===== config.mk =====
export PLATFORM = sky130hd
export DESIGN_NAME = serial_cfg_loader
export DESIGN_NICKNAME = d
export VERILOG_FILES = /design/src/rtl/cfg_ld_pkg.sv /design/src/rtl/cfg_bit_counter.sv /design/src/rtl/cfg_shift_reg.sv /design/src/rtl/cfg_done_ctrl.sv /design/src/rtl/serial_cfg_loader.sv
export SDC_FILE = /design/constraint.sdc
export NUM_CORES = 1
export LEC_CHECK = 0
export BUFFER_PORTS_ARGS = -buffer_cell sky130_fd_sc_hd__buf_2
export CAP_MARGIN = 0
export CORE_UTILIZATION = 25
export CTS_BUF_LIST = sky130_fd_sc_hd__clkbuf_8
export CTS_CLUSTER_DIAMETER = 60
export DETAILED_ROUTE_END_ITERATION = 7
export PLACE_DENSITY_LB_ADDON = 0.3
export SLEW_MARGIN = 20
export SYNTH_ARGS = -nofsm -noshare
export SYNTH_HDL_FRONTEND = slang
export SYNTH_SLANG_ARGS = --single-unit

===== constraint.sdc =====
create_clock -name sclk -period 3.8 [get_ports sclk]
set_input_delay 0.76 -clock sclk [delete_from_list [all_inputs] [get_ports sclk]]
set_output_delay 0.76 -clock sclk [all_outputs]
set_load 0.005 [all_outputs]

===== src/rtl/cfg_ld_pkg.sv =====
package cfg_ld_pkg;

  typedef enum logic {
    ST_LOADING    = 1'b0,
    ST_PROGRAMMED = 1'b1
  } prog_state_e;

endpackage


===== src/rtl/cfg_bit_counter.sv =====
module cfg_bit_counter #(
  parameter int CFG_BITS = 64,
  parameter int CNT_W    = $clog2(CFG_BITS + 1)
) (
  input  logic             sclk,
  input  logic             rst_n,
  input  logic             step,
  output logic [CNT_W-1:0] count,
  output logic             last_bit
);

  localparam logic [CNT_W-1:0] LAST_IDX = CNT_W'(CFG_BITS - 1);
  localparam logic [CNT_W-1:0] FULL_CNT = CNT_W'(CFG_BITS);

  function automatic logic [CNT_W-1:0] count_after(input logic [CNT_W-1:0] cur);
    return cur + CNT_W'(1);
  endfunction

  always_ff @(posedge sclk or negedge rst_n) begin
    if (!rst_n) begin
      count <= '0;
    end else if (step) begin
      count <= count_after(count);
    end
  end

  assign last_bit = (count == LAST_IDX);

  p_count_bound_r4: assert property (@(posedge sclk) disable iff (!rst_n)
    count <= FULL_CNT);

  p_count_step_r8: assert property (@(posedge sclk) disable iff (!rst_n)
    !step |=> $stable(count));

endmodule


===== src/rtl/cfg_shift_reg.sv =====
module cfg_shift_reg #(
  parameter int                  CFG_BITS    = 64,
  parameter logic [CFG_BITS-1:0] DEFAULT_CFG = 64'hA5C3_0F96_1E2D_3C4B
) (
  input  logic                sclk,
  input  logic                rst_n,
  input  logic                shift_en,
  input  logic                load_default,
  input  logic                sdi,
  output logic [CFG_BITS-1:0] word
);

  function automatic logic [CFG_BITS-1:0] shift_in(input logic [CFG_BITS-1:0] cur,
                                                   input logic                bit_in);
    return {cur[CFG_BITS-2:0], bit_in};
  endfunction

  always_ff @(posedge sclk or negedge rst_n) begin
    if (!rst_n) begin
      word <= '0;
    end else if (load_default) begin
      word <= DEFAULT_CFG;
    end else if (shift_en) begin
      word <= shift_in(word, sdi);
    end
  end

  p_hold_when_idle_r2: assert property (@(posedge sclk) disable iff (!rst_n)
    (!shift_en && !load_default) |=> $stable(word));

  p_default_load_r6: assert property (@(posedge sclk) disable iff (!rst_n)
    load_default |=> (word == DEFAULT_CFG));

endmodule


===== src/rtl/cfg_done_ctrl.sv =====
module cfg_done_ctrl
  import cfg_ld_pkg::*;
(
  input  logic sclk,
  input  logic rst_n,
  input  logic sen_in_n,
  input  logic cfg_default,
  input  logic last_bit,
  output logic shift_en,
  output logic load_default,
  output logic done
);

  prog_state_e state_q;
  prog_state_e state_d;
  logic        loading;
  logic        finish_shift;

  assign loading      = (state_q == ST_LOADING);
  assign load_default = loading && cfg_default;
  assign shift_en     = loading && !sen_in_n && !cfg_default;
  assign finish_shift = shift_en && last_bit;

  always_comb begin
    state_d = state_q;
    if (load_default || finish_shift) begin
      state_d = ST_PROGRAMMED;
    end
  end

  always_ff @(posedge sclk or negedge rst_n) begin
    if (!rst_n) begin
      state_q <= ST_LOADING;
    end else begin
      state_q <= state_d;
    end
  end

  assign done = (state_q == ST_PROGRAMMED);

  p_done_on_last_r4: assert property (@(posedge sclk) disable iff (!rst_n)
    finish_shift |=> done);

  p_done_sticky_r7: assert property (@(posedge sclk) disable iff (!rst_n)
    done |=> done);

  p_no_shift_after_done_r7: assert property (@(posedge sclk) disable iff (!rst_n)
    done |-> (!shift_en && !load_default));

  p_default_wins_r6: assert property (@(posedge sclk) disable iff (!rst_n)
    load_default |-> !shift_en);

endmodule


===== src/rtl/serial_cfg_loader.sv =====
module serial_cfg_loader #(
  parameter int                  CFG_BITS    = 64,
  parameter logic [CFG_BITS-1:0] DEFAULT_CFG = 64'hA5C3_0F96_1E2D_3C4B
) (
  input  logic                sclk,
  input  logic                rst_n,
  input  logic                cfg_default,
  input  logic                sen_in_n,
  input  logic                sdi,
  output logic                sen_out_n,
  output logic                cfg_done,
  output logic [CFG_BITS-1:0] cfg_word
);

  localparam int CNT_W = $clog2(CFG_BITS + 1);

  logic             shift_en;
  logic             load_default;
  logic             last_bit;
  logic [CNT_W-1:0] bit_count;

  cfg_done_ctrl u_ctrl (
    .sclk         (sclk),
    .rst_n        (rst_n),
    .sen_in_n     (sen_in_n),
    .cfg_default  (cfg_default),
    .last_bit     (last_bit),
    .shift_en     (shift_en),
    .load_default (load_default),
    .done         (cfg_done)
  );

  cfg_bit_counter #(
    .CFG_BITS (CFG_BITS),
    .CNT_W    (CNT_W)
  ) u_count (
    .sclk     (sclk),
    .rst_n    (rst_n),
    .step     (shift_en),
    .count    (bit_count),
    .last_bit (last_bit)
  );

  cfg_shift_reg #(
    .CFG_BITS    (CFG_BITS),
    .DEFAULT_CFG (DEFAULT_CFG)
  ) u_shift (
    .sclk         (sclk),
    .rst_n        (rst_n),
    .shift_en     (shift_en),
    .load_default (load_default),
    .sdi          (sdi),
    .word         (cfg_word)
  );

  assign sen_out_n = cfg_done ? sen_in_n : 1'b1;

  p_out_high_loading_r3: assert property (@(posedge sclk) disable iff (!rst_n)
    !cfg_done |-> sen_out_n);

  p_release_follows_r5: assert property (@(posedge sclk) disable iff (!rst_n)
    (cfg_done && sen_in_n) |-> sen_out_n);

  p_word_frozen_r7: assert property (@(posedge sclk) disable iff (!rst_n)
    cfg_done |=> $stable(cfg_word));

endmodule


==> summary.md, run 1 <==
| Metric | Value |
|---|---|
| CTS H-tree lvls | 3 |
| Vias in the first global route | 2188 |
| Slack of the worst reg-to-reg path | 1.80 ns |
| Layout cells sized above 1 | 0.271 |
| Worst VDD drop | 0.000165 V |
| Area of the die | 12500 µm² |
| Most common cell after layout, fill and taps aside | sky130_fd_sc_hd__dfrtp_1 |
| Xor/xnor share of the synthesized area | 0.0200 |
| Via count of the routed design | 2248 |
| Setup crit start kind | register |
| Net switching fraction of the power | 0.249 |
| Global-route wire length before repair | 12.0 mm |
| Count of hold buffers inserted by post-cts repair | 0 |
| Startpoint of the tightest hold check path | u_count.count[5] |
| Total of max-cap violations | 0 |
| Share of the synthesized area in the top cell type | 0.599 |
| Final ANT Viol Nets | 0 |
| Floorplan die width | 112 µm |
| Total Routed Length | 7.26 mm |
| Clock tree root driver cell | sky130_fd_sc_hd__clkbuf_8 |
| Dominant delay contributor by cell family on the critical path | flip-flops |
| Share of synthesized cell area in full adder, half adder and majority cells | 0.00416 |
| Hold Slack | 0.493 ns |
| Normalized max-slew margin | 0.344 |
| Net load switching power | 0.389 mW |
| Top metal layer carrying routed signals | met4 |
| Fillcell total | 1200 |
| Drt initial violations | 171 |
| Post-route clock skew | 0.00651 ns |
| Global routing usage summed across all routing layers | 0.124 |
| Worst-case setup margin in the final layout | 1.45 ns |
| Critical Path, Cell by Cell | buf_2 |
| # IOs | 71 |
| Time the worst path needs with I/O delays and setup | 2.35 ns |
| Flops & latches, synth | 72 |
| Failing checks | design-rule violations |
| Y dimension of the die | 112 µm |
| Initial antenna violation count | 0 |
| Number of clock buffers inserted by TritonCTS | 9 |
| Top library cells by usage in the layout, fill and taps aside | sky130_fd_sc_hd__dfrtp_1 (72), sky130_fd_sc_hd__buf_2 (69), sky130_fd_sc_hd__nand2_1 (66) |
| Area of the core region | 11600 µm² |
| Final setup viols | 0 |
| Proportion of power drawn by the clock network | 0.332 |
| Setup Fix Bufs, Post-CTS | 0 |
| Sum Neg Setup Slack | 0 ns |
| Cell count after synthesis | 280 |
| Area growth from synthesis to layout | 21.2% |
| Quantity of I/O buffers inserted on ports | 70 |
| Critical-path cell with the highest stage delay | sky130_fd_sc_hd__dfrtp_1 |
| Antenna cells | 0 |
| Buffering stage count on the worst path with inverters included | 1 |
| Largest net degree at the start of global routing | 73 |
| GRT overflow | 0 |
| Required time at the worst-slack endpoint | 3.04 ns |
| Reported leakage power | 1.58 nW |
| Number of instances resized during post-cts repair | 0 |
| Tcrit/Tclk final | 0.618 |
| Result of the run | finished, violations left |
| Placer congestion estimate | 0.677 |
| Reg2Reg Launch Point | u_ctrl.done |
| Ys Warns | 0 |
| Peak clock frequency supported by timing | 0.426 GHz |
| Routed wire length per instance | 14.9 µm |
| Number of vias per cell after detailed routing | 4.63 |
| Critical path peak fanout | 27 |
| Sequential-to-total area share from yosys stat | 0.599 |
| Clock Pin Slew Worst Setup and Hold Paths | 0.07 ns |
| Pre-CTS setup slack | 1.35 ns |
| PD cells | 429 nW/µm² |
| CTS sink cnt | 72 |
| Clock tree buffer depth | 2 |
| Iteration count of the initial detailed-routing pass | 6 |
| CTS tree | done |
| Synthesized Nets | 286 |
| Post-synthesis mux area share | 0.00374 |
| Relative contribution of sequential cells to total power | 0.556 |
| Worst r2r path cells | 3 |
| Area fraction in and, or, nand and nor cells after synthesis | 0.112 |
| Met3 Routed Length | 398 µm |
| CP Capture Type | primary output |
| Effective utilization at floorplan | 0.260 |
| Combinational family with the most area after synthesis | compound AO/OA/AOI/OAI gates |
| Top post-synthesis cells by area | sky130_fd_sc_hd__dfrtp_1 (60%), sky130_fd_sc_hd__o31a_1 (9.3%), sky130_fd_sc_hd__nand2_1 (8.2%) |
| Crit Path Class | reg2out |
| Mean Syn Cell Area | 10.8 µm² |
| Clock latency of the later-clocked register in the worst-skew pair | 0.34 ns |
| Mapped cell area | 3010 µm² |
| Rows | 39 |
| Post-synthesis cell type with the largest combined area | sky130_fd_sc_hd__dfrtp_1 |
| Area fraction in compound gates after synthesis | 0.226 |
| Number of cells on the worst hold path | 1 |
| End of the worst register-to-register path | u_count.count[1] |
| Unrepaired setup endpoints after global routing | no |
| Internal power summed over all cells | 1.18 mW |
| Largest stage delay on the critical path | 0.99 ns |
| Half-perimeter wire length of the detailed placement result | 4.60 mm |
| Layout net count | 347 |
| Total count of max-transition violations in the final report | 0 |
| Worst Hold Endpoint | u_count.count[5] |
| Number of endpoints with negative hold slack in the final report | 0 |
| Detailed-route DRC error count | 8 |
| Arrival time worst endpoint | 1.59 ns |
| Worst setup path start | u_ctrl.done |
| M1 wire length | 3.39 mm |
| Met2 WL post-DR | 3.43 mm |
| Worst Hold Class | reg2reg |
| Part of the total power dissipated in combinational logic | 0.112 |
| Worst slew pin tran | 0.985 ns |
| Post-synthesis cell type count | 23 |
[power by group through the flow]
stage                     registers (mW)  clock network, mW  logic [mW]
final                              0.870              0.520       0.175
after global routing               0.880              0.579       0.198
after CTS                          0.872              0.546       0.180
after detailed placement           0.886                  0       0.179
after global placement             0.886                  0       0.176
after floorplan                    0.880                  0      0.0854
[synth_stat cells (all sizes together)]
| library cell | instances |
|---|---|
| dfrtp | 72 |
| nand2b | 2 |
| nor2b | 1 |
| and3 | 1 |
| buf | 6 |
| nand2 | 66 |
| or4b | 1 |
| nor3 | 1 |
| clkbuf | 20 |
| o21bai | 32 |
| or2 | 1 |
| xnor2 | 5 |
| nor4b | 1 |
| mux2 | 1 |
| ha | 1 |
| xor2 | 1 |
| o31a | 32 |
| or3 | 1 |
| o21ai | 32 |
| nand4 | 3 |
[layout make-up]
type | instances | area [µm²] | share of cell area
repair buffers | 76 | 398 | 0.109
multi-input cells | 182 | 1110 | 0.304
well taps | 143 | 179 | 0.0490
clock inverters | 2 | 8.76 | 0.00240
clock buffers | 11 | 151 | 0.0415
flip-flops and latches | 72 | 1800 | 0.494
[worst max path at each step]
| stage | end | slack (ns) | depth (start not counted) |
|---|---|---|---|
| after CTS | sen_out_n | 1.41 | 2 |
| after detailed placement | u_shift.word[41] | 1.35 | 5 |
| after global placement | u_shift.word[43] | 1.41 | 5 |
| after floorplan | u_count.count[1] | 1.85 | 4 |
| final | cfg_done | 1.45 | 1 |
| after global routing | sen_out_n | 1.30 | 2 |
[worst reg2reg max path: stages (launching register included)]
cell and delay, ns:
sky130_fd_sc_hd__dfrtp_1 0.75, sky130_fd_sc_hd__nor3_4 0.33, sky130_fd_sc_hd__buf_4 0.43, sky130_fd_sc_hd__mux2_2 0.39
[state kept, by name, summed over array words and instances, names as in the netlist]
register       flops
u_shift.word      64
u_count.count      7
u_ctrl.done        1
[metal layers]
layer / track usage / up-vias
met5: 0 / -
met4: 0.0351 / 0
met1: 0.165 / 1092
met2: 0.193 / 63
li1: - / 1089
met3: 0.0408 / 4
[cells by family after synthesis]
logic type      after synthesis
fa+ha+maj                     1
simple gates                 78
compound gates               96
buf+inv                      26
xor+xnor                      6
flops                        72
mux                           1
[per-stage QoR]
stage	power, mW	instances	instance area (µm²)	utilization
after CTS	1.60	486	3650	0.315
final	1.57	486	3650	0.315
after global routing	1.66	486	3650	0.315
after global placement	1.06	473	3490	0.302
after detailed placement	1.07	473	3490	0.302
after floorplan	0.965	280	3010	-
Power figures use the tool's default switching activity.
==> run 2: changes to the inputs <==
clock period = 2 ns   (was 3.8 ns; I/O delays follow)
==> run 2 against run 1 <==
  * The run still ends with design-rule violations left
  * Sequential power increased by 90%
  * Die area unchanged
  * Global-route usage rose by 0.74 points
  * First-iteration DRC count fell by 17%
  * Cell area increased by 3.1%
  * Setup slack worse by 1.1 ns
  * Critical path depth up 2
  * Clock skew is 0.0021 ns higher
  * Register-to-register slack worse by 1.3 ns
  * Total power increased by 110%
  * Largest cell class unchanged
  * Largest power group unchanged
==> summary.md, run 2 (synthesis gave the netlist of run 1 again) <==
| Metric | Value |
|---|---|
| Proportion of power drawn by the clock network | 0.390 (was 0.332) |
| Reported leakage power | 1.62 nW (was 1.58 nW) |
| Arrival time worst endpoint | 1.22 ns (was 1.59 ns) |
| Net load switching power | 0.817 mW (was 0.389 mW) |
| Initial antenna violation count | 0 (unchanged) |
| Global-route wire length before repair | 12.8 mm (was 12.0 mm) |
| Layout net count | 352 (was 347) |
| Relative contribution of sequential cells to total power | 0.505 (was 0.556) |
| Total of max-cap violations | 0 (unchanged) |
| Worst slew pin tran | 0.442 ns (was 0.985 ns) |
| Clock tree buffer depth | 2 (unchanged) |
| Unrepaired setup endpoints after global routing | no (unchanged) |
| Largest register FFs | 64 (unchanged) |
| Setup crit start kind | register (unchanged) |
| Number of instances resized during post-cts repair | 0 (unchanged) |
| Failing checks | design-rule violations (unchanged) |
| Rows | 39 (unchanged) |
| Part of the total power dissipated in combinational logic | 0.105 (was 0.112) |
| Effective utilization at floorplan | 0.260 (unchanged) |
| Iteration count of the initial detailed-routing pass | 6 (unchanged) |
| Layout cells sized above 1 | 0.288 (was 0.271) |
| # IOs | 71 (unchanged) |
| Required time at the worst-slack endpoint | 1.60 ns (was 3.04 ns) |
| Peak clock frequency supported by timing | 0.618 GHz |
| Time the worst path needs with I/O delays and setup | 1.62 ns |
| Half-perimeter wire length of the detailed placement result | 4.85 mm (was 4.60 mm) |
| Normalized max-slew margin | 0.705 (was 0.344) |
| Worst VDD drop | 0.000407 V (was 0.000165 V) |
| Clock tree root driver cell | sky130_fd_sc_hd__clkbuf_8 (unchanged) |
| Quantity of I/O buffers inserted on ports | 70 (unchanged) |
| Critical path peak fanout | 17 (was 27) |
| Slack of the worst reg-to-reg path | 0.47 ns (was 1.80 ns) |
| Final ANT Viol Nets | 0 (unchanged) |
| GRT overflow | 0 (unchanged) |
| Most common cell after layout, fill and taps aside | sky130_fd_sc_hd__dfrtp_1 (unchanged) |
| Crit Path Class | reg2out (unchanged) |
| Y dimension of the die | 112 µm (unchanged) |
| Routed wire length per instance | 15.2 µm (was 14.9 µm) |
| Floorplan die width | 112 µm (unchanged) |
| Sum Neg Setup Slack | 0 ns (unchanged) |
| Placer congestion estimate | 0.714 (was 0.677) |
| Tcrit/Tclk final | 0.809 |
| Drt initial violations | 142 (was 171) |
| Number of clock buffers inserted by TritonCTS | 9 (unchanged) |
| Fillcell total | 1178 (was 1200) |
| Global routing usage summed across all routing layers | 0.132 (was 0.124) |
| CP Capture Type | primary output (unchanged) |
| Total count of max-transition violations in the final report | 0 (unchanged) |
| Top register by number of flip-flops | u_shift.word (unchanged) |
| Net switching fraction of the power | 0.250 (was 0.249) |
| Worst-case setup margin in the final layout | 0.381 ns (was 1.45 ns) |
| CTS tree | done (unchanged) |
| Clock latency of the later-clocked register in the worst-skew pair | 0.35 ns (was 0.34 ns) |
| Number of endpoints with negative hold slack in the final report | 0 (unchanged) |
| Core utilization of the finished layout | 0.325 (was 0.315) |
| Area of the core region | 11600 µm² (unchanged) |
| Worst r2r path cells | 5 (was 3) |
| Clock Pin Slew Worst Setup and Hold Paths | 0.07 ns (about the same) |
| Result of the run | finished, violations left (unchanged) |
| Pre-CTS setup slack | 0.370 ns (was 1.35 ns) |
| End of the worst register-to-register path | u_shift.word[9] (was u_count.count[1]) |
| CTS H-tree lvls | 3 (unchanged) |
| Number of cells on the worst hold path | 2 (was 1) |
| Reg2Reg Launch Point | u_ctrl.done (unchanged) |
| Via count of the routed design | 2298 (was 2248) |
| Total Routed Length | 7.49 mm (was 7.26 mm) |
| Vias in the first global route | 2384 (was 2188) |
| CTS sink cnt | 72 (unchanged) |
| Antenna cells | 0 (unchanged) |
| PD cells | 869 nW/µm² (was 429 nW/µm²) |
| Area of the die | 12500 µm² (unchanged) |
| Internal power summed over all cells | 2.45 mW (was 1.18 mW) |
| Number of vias per cell after detailed routing | 4.65 (was 4.63) |
| Worst Hold Class | in2reg (was reg2reg) |
| Largest net degree at the start of global routing | 41 (was 73) |
| Startpoint of the tightest hold check path | sdi (was u_count.count[5]) |
| Final setup viols | 0 (unchanged) |
| Worst Hold Endpoint | u_shift.word[0] (was u_count.count[5]) |
| Detailed-route DRC error count | 8 (unchanged) |
| Top library cells by usage in the layout, fill and taps aside | sky130_fd_sc_hd__dfrtp_1 (72), sky130_fd_sc_hd__buf_2 (69), sky130_fd_sc_hd__nand2_1 (66) (unchanged) |
| Power Total | 3.27 mW (was 1.57 mW) |
| Area growth from synthesis to layout | 24.9% (was 21.2%) |
| Post-route clock skew | 0.00862 ns (was 0.00651 ns) |
[run 2: metrics by stage]
step           std cells  area (µm²)  hold slack (ns)
6_report             494        3760            0.289
5_1_grt              494        3760            0.278
4_1_cts              494        3760            0.267
3_5_place_dp         477        3530            0.377
3_3_place_gp         477        3530            0.373
2_1_floorplan        280        3010            0.104
[run 2: layer usage]
| metal | GRT usage | part of all wire | vias to the layer above |
|---|---|---|---|
| met3 | 0.0430 | 0.051 | 8 |
| met5 | 0 | 0 | - |
| met1 | 0.169 | 0.47 | 1124 |
| met2 | 0.207 | 0.47 | 59 |
| met4 | 0.0459 | 0.0099 | 0 |
| li1 | - | - | 1107 |
[run 2: worst max-delay path, stage by stage (launching register included)]
cell and delay [ns]:
sky130_fd_sc_hd__dfrtp_1 0.42, sky130_fd_sc_hd__buf_4 0.26, sky130_fd_sc_hd__nand2b_1 0.07, sky130_fd_sc_hd__buf_2 0.12
[run 2: final cells by class]
type / count / area (µm²) / area share
clock buffer: 9 / 124 / 0.0329
clock inverter: 7 / 96.3 / 0.0256
multi-input combinational: 182 / 1110 / 0.295
sequential: 72 / 1800 / 0.479
timing repair buffer: 81 / 450 / 0.120
tap: 143 / 179 / 0.0476
[run 2: power by group through the flow]
stage                     Clock [mW]  Sequential (mW)  Combinational (mW)
final                           1.27             1.65               0.344
after global routing            1.40             1.67               0.389
after CTS                       1.34             1.65               0.352
after detailed placement           0             1.68               0.350
after global placement             0             1.68               0.344
after floorplan                    0             1.67               0.162
[run 2: worst max path at each step]
stage	start	end	slack [ns]	cells past startpoint
after floorplan	u_ctrl.done	u_count.count[6]	0.36	5
after global placement	cfg_default	u_shift.word[24]	0.43	4
after detailed placement	cfg_default	u_shift.word[24]	0.37	4
after CTS	u_ctrl.done	sen_out_n	0.34	3
after global routing	u_ctrl.done	sen_out_n	0.27	3
final	u_ctrl.done	sen_out_n	0.38	3
[run 2: what timing repair did]
item,in CTS,in global routing
hold buffers,1,0
setup buffers,0,0
endpoints found under the hold margin,32,0
==> run 3: changes to the inputs <==
clock period = 1.6 ns   (was 2 ns; I/O delays follow)
==> run 3 against run 2 <==
  * The run still ends with design-rule violations left
  * Register-to-register slack worse by 0.35 ns
  * Global-route usage down 0.91 points
  * Critical path depth grew 1
  * Flip-flop and latch count is the same
  * Largest cell class unchanged
==> summary.md, run 3 (synthesis gave the netlist of run 1 again) <==
| Metric | Value |
|---|---|
| Failing checks | design-rule violations (unchanged) |
| Clock tree buffer depth | 2 (unchanged) |
| Arrival time worst endpoint | 1.72 ns (was 1.22 ns) |
| Drt initial violations | 144 (was 142) |
| Number of endpoints with negative hold slack in the final report | 0 (unchanged) |
| CP Capture Type | register (was primary output) |
| Largest register FFs | 64 (unchanged) |
| Area of the die | 12500 µm² (unchanged) |
| Half-perimeter wire length of the detailed placement result | 4.65 mm (was 4.85 mm) |
| Via count of the routed design | 2305 (was 2298) |
| Largest stage delay on the critical path | 0.55 ns (was 0.42 ns) |
| Critical-path cell with the highest stage delay | sky130_fd_sc_hd__or4b_4 (was sky130_fd_sc_hd__dfrtp_1) |
| Reported leakage power | 1.64 nW (was 1.62 nW) |
| Layout cells sized above 1 | 0.294 (was 0.288) |
| Normalized max-slew margin | 0.717 (was 0.705) |
| CTS H-tree lvls | 3 (unchanged) |
| Critical Path, Cell by Cell | ha_1 > nand4_1 > or4b_4 > xnor2_2 (was buf_4 > nand2b_1 > buf_2) |
| Worst VDD drop | 0.000500 V (was 0.000407 V) |
| Reg2Reg Launch Point | u_count.count[0] (was u_ctrl.done) |
| Cell depth of the worst setup path | 4 (was 3) |
| Crit Path Class | reg2reg (was reg2out) |
| Clock tree root driver cell | sky130_fd_sc_hd__clkbuf_8 (unchanged) |
| Detailed-route DRC error count | 7 (was 8) |
| Dominant delay contributor by cell family on the critical path | simple AND/OR/NAND/NOR gates (was flip-flops) |
| Area of the core region | 11600 µm² (unchanged) |
| End of the worst register-to-register path | u_count.count[6] (was u_shift.word[9]) |
| Unrepaired setup endpoints after global routing | no (unchanged) |
| PD cells | 997 nW/µm² (was 869 nW/µm²) |
| Buffering stage count on the worst path with inverters included | 0 (was 2) |
| CTS tree | done (unchanged) |
| Worst Hold Class | in2reg (unchanged) |
| Critical path peak fanout | 3 (was 17) |
| Total count of max-transition violations in the final report | 0 (unchanged) |
| Number of vias per cell after detailed routing | 4.64 (was 4.65) |
| Final setup viols | 0 (unchanged) |
| Slack of the worst reg-to-reg path | 0.12 ns (was 0.47 ns) |
| Quantity of I/O buffers inserted on ports | 70 (unchanged) |
| Initial antenna violation count | 0 (unchanged) |
| Number of clock buffers inserted by TritonCTS | 9 (unchanged) |
| Total Routed Length | 7.24 mm (was 7.49 mm) |
| Worst setup path start | u_count.count[0] (was u_ctrl.done) |
| Global routing usage summed across all routing layers | 0.123 (was 0.132) |
| GRT overflow | 0 (unchanged) |
| Post-route clock skew | 0.00973 ns (was 0.00862 ns) |
| # IOs | 71 (unchanged) |
| CTS sink cnt | 72 (unchanged) |
| Global-route wire length before repair | 12.0 mm (was 12.8 mm) |
| Final cell area excluding filler cells | 3780 µm² (was 3760 µm²) |
| Top register by number of flip-flops | u_shift.word (unchanged) |
| Antenna cells | 0 (unchanged) |
| Worst slew pin tran | 0.422 ns (was 0.442 ns) |
| Area growth from synthesis to layout | 25.6% (was 24.9%) |
| Largest net degree at the start of global routing | 73 (was 41) |
| Final ANT Viol Nets | 0 (unchanged) |
| Most common cell after layout, fill and taps aside | sky130_fd_sc_hd__dfrtp_1 (unchanged) |
| Effective utilization at floorplan | 0.260 (unchanged) |
| Crit path capture | u_count.count[6] (was sen_out_n) |
| Placer congestion estimate | 0.712 (was 0.714) |
| Top library cells by usage in the layout, fill and taps aside | sky130_fd_sc_hd__dfrtp_1 (72), sky130_fd_sc_hd__buf_2 (69), sky130_fd_sc_hd__nand2_1 (66) (unchanged) |
| Clock Pin Slew Worst Setup and Hold Paths | 0.08 ns (was 0.07 ns) |
| Floorplan die width | 112 µm (unchanged) |
| Peak clock frequency supported by timing | 0.675 GHz |
| Rows | 39 (unchanged) |
| Time the worst path needs with I/O delays and setup | 1.48 ns |
| Iteration count of the initial detailed-routing pass | 6 (unchanged) |
| Result of the run | finished, violations left (unchanged) |
| Post-placement cell area | 3600 µm² (was 3530 µm²) |
| Tcrit/Tclk final | 0.926 |
| Required time at the worst-slack endpoint | 1.84 ns (was 1.60 ns) |
| Setup crit start kind | register (unchanged) |
| Sum Neg Setup Slack | 0 ns (unchanged) |
| Clock latency of the later-clocked register in the worst-skew pair | 0.34 ns (was 0.35 ns) |
| Y dimension of the die | 112 µm (unchanged) |
| Routed wire length per instance | 14.6 µm (was 15.2 µm) |
| Layout net count | 356 (was 352) |
| Vias in the first global route | 2203 (was 2384) |
| Worst r2r path cells | 4 (was 5) |
| Total of max-cap violations | 0 (unchanged) |
run 3: how the worst min path moves through the flow:
stage                     startpoint                to  slack [ns]  cells after the start
after global placement         rst_n  u_shift.word[32]        0.37                      2
after CTS                        sdi   u_shift.word[0]        0.19                      2
after detailed placement       rst_n  u_shift.word[32]        0.37                      2
final                            sdi   u_shift.word[0]        0.21                      2
after floorplan                rst_n  u_count.count[0]        0.02                      0
after global routing             sdi   u_shift.word[0]        0.19                      2
run 3: final cells by class:
class                      instances  area (µm²)
timing repair buffer              85         518
tap                              143         179
clock inverter                     4        20.0
sequential                        72        1800
multi-input combinational        182        1110
fill                            1220        7780
clock buffer                      11         151
run 3: stage by stage:
stage / utilization / std cells / total power, mW / setup slack (ns) / hold WS [ns]
finish: 0.327 / 497 / 3.77 / 0.118 / 0.207
floorplan: - / 280 / 2.29 / 0.00728 / 0.0244
detailed placement: 0.311 / 481 / 2.54 / 0.112 / 0.371
CTS: 0.327 / 497 / 3.84 / 0.122 / 0.189
global placement: 0.311 / 481 / 2.53 / 0.128 / 0.371
global route: 0.327 / 497 / 3.98 / 0.0482 / 0.193
run 3: report_power, final:
part / total, mW / switching [mW] / internal, mW
logic: 0.438 / 0.197 / 0.241
registers: 2.06 / 0.104 / 1.95
clock network: 1.27 / 0.643 / 0.628
total: 3.77 / 0.943 / 2.82
run 3: repair_timing:
item                                   CTS  global route
buffers inserted                         0             0
hold buffers                             1             0
resized for setup                        0             0
endpoints found under the hold margin   53             0
run 3: metal layers:
layer	global-route usage	vias to the layer above	wire, µm
li1	-	1110	-
met1	0.161	1125	3380
met2	0.187	56	3380
met3	0.0392	14	376
met4	0.0486	0	107
met5	0	-	0
run 3: worst register-to-register path: stages, from the launching register on:
cell and delay (ns):
sky130_fd_sc_hd__dfrtp_1 0.37, sky130_fd_sc_hd__ha_1 0.19, sky130_fd_sc_hd__nand4_1 0.13, sky130_fd_sc_hd__or4b_4 0.55, sky130_fd_sc_hd__xnor2_2 0.14
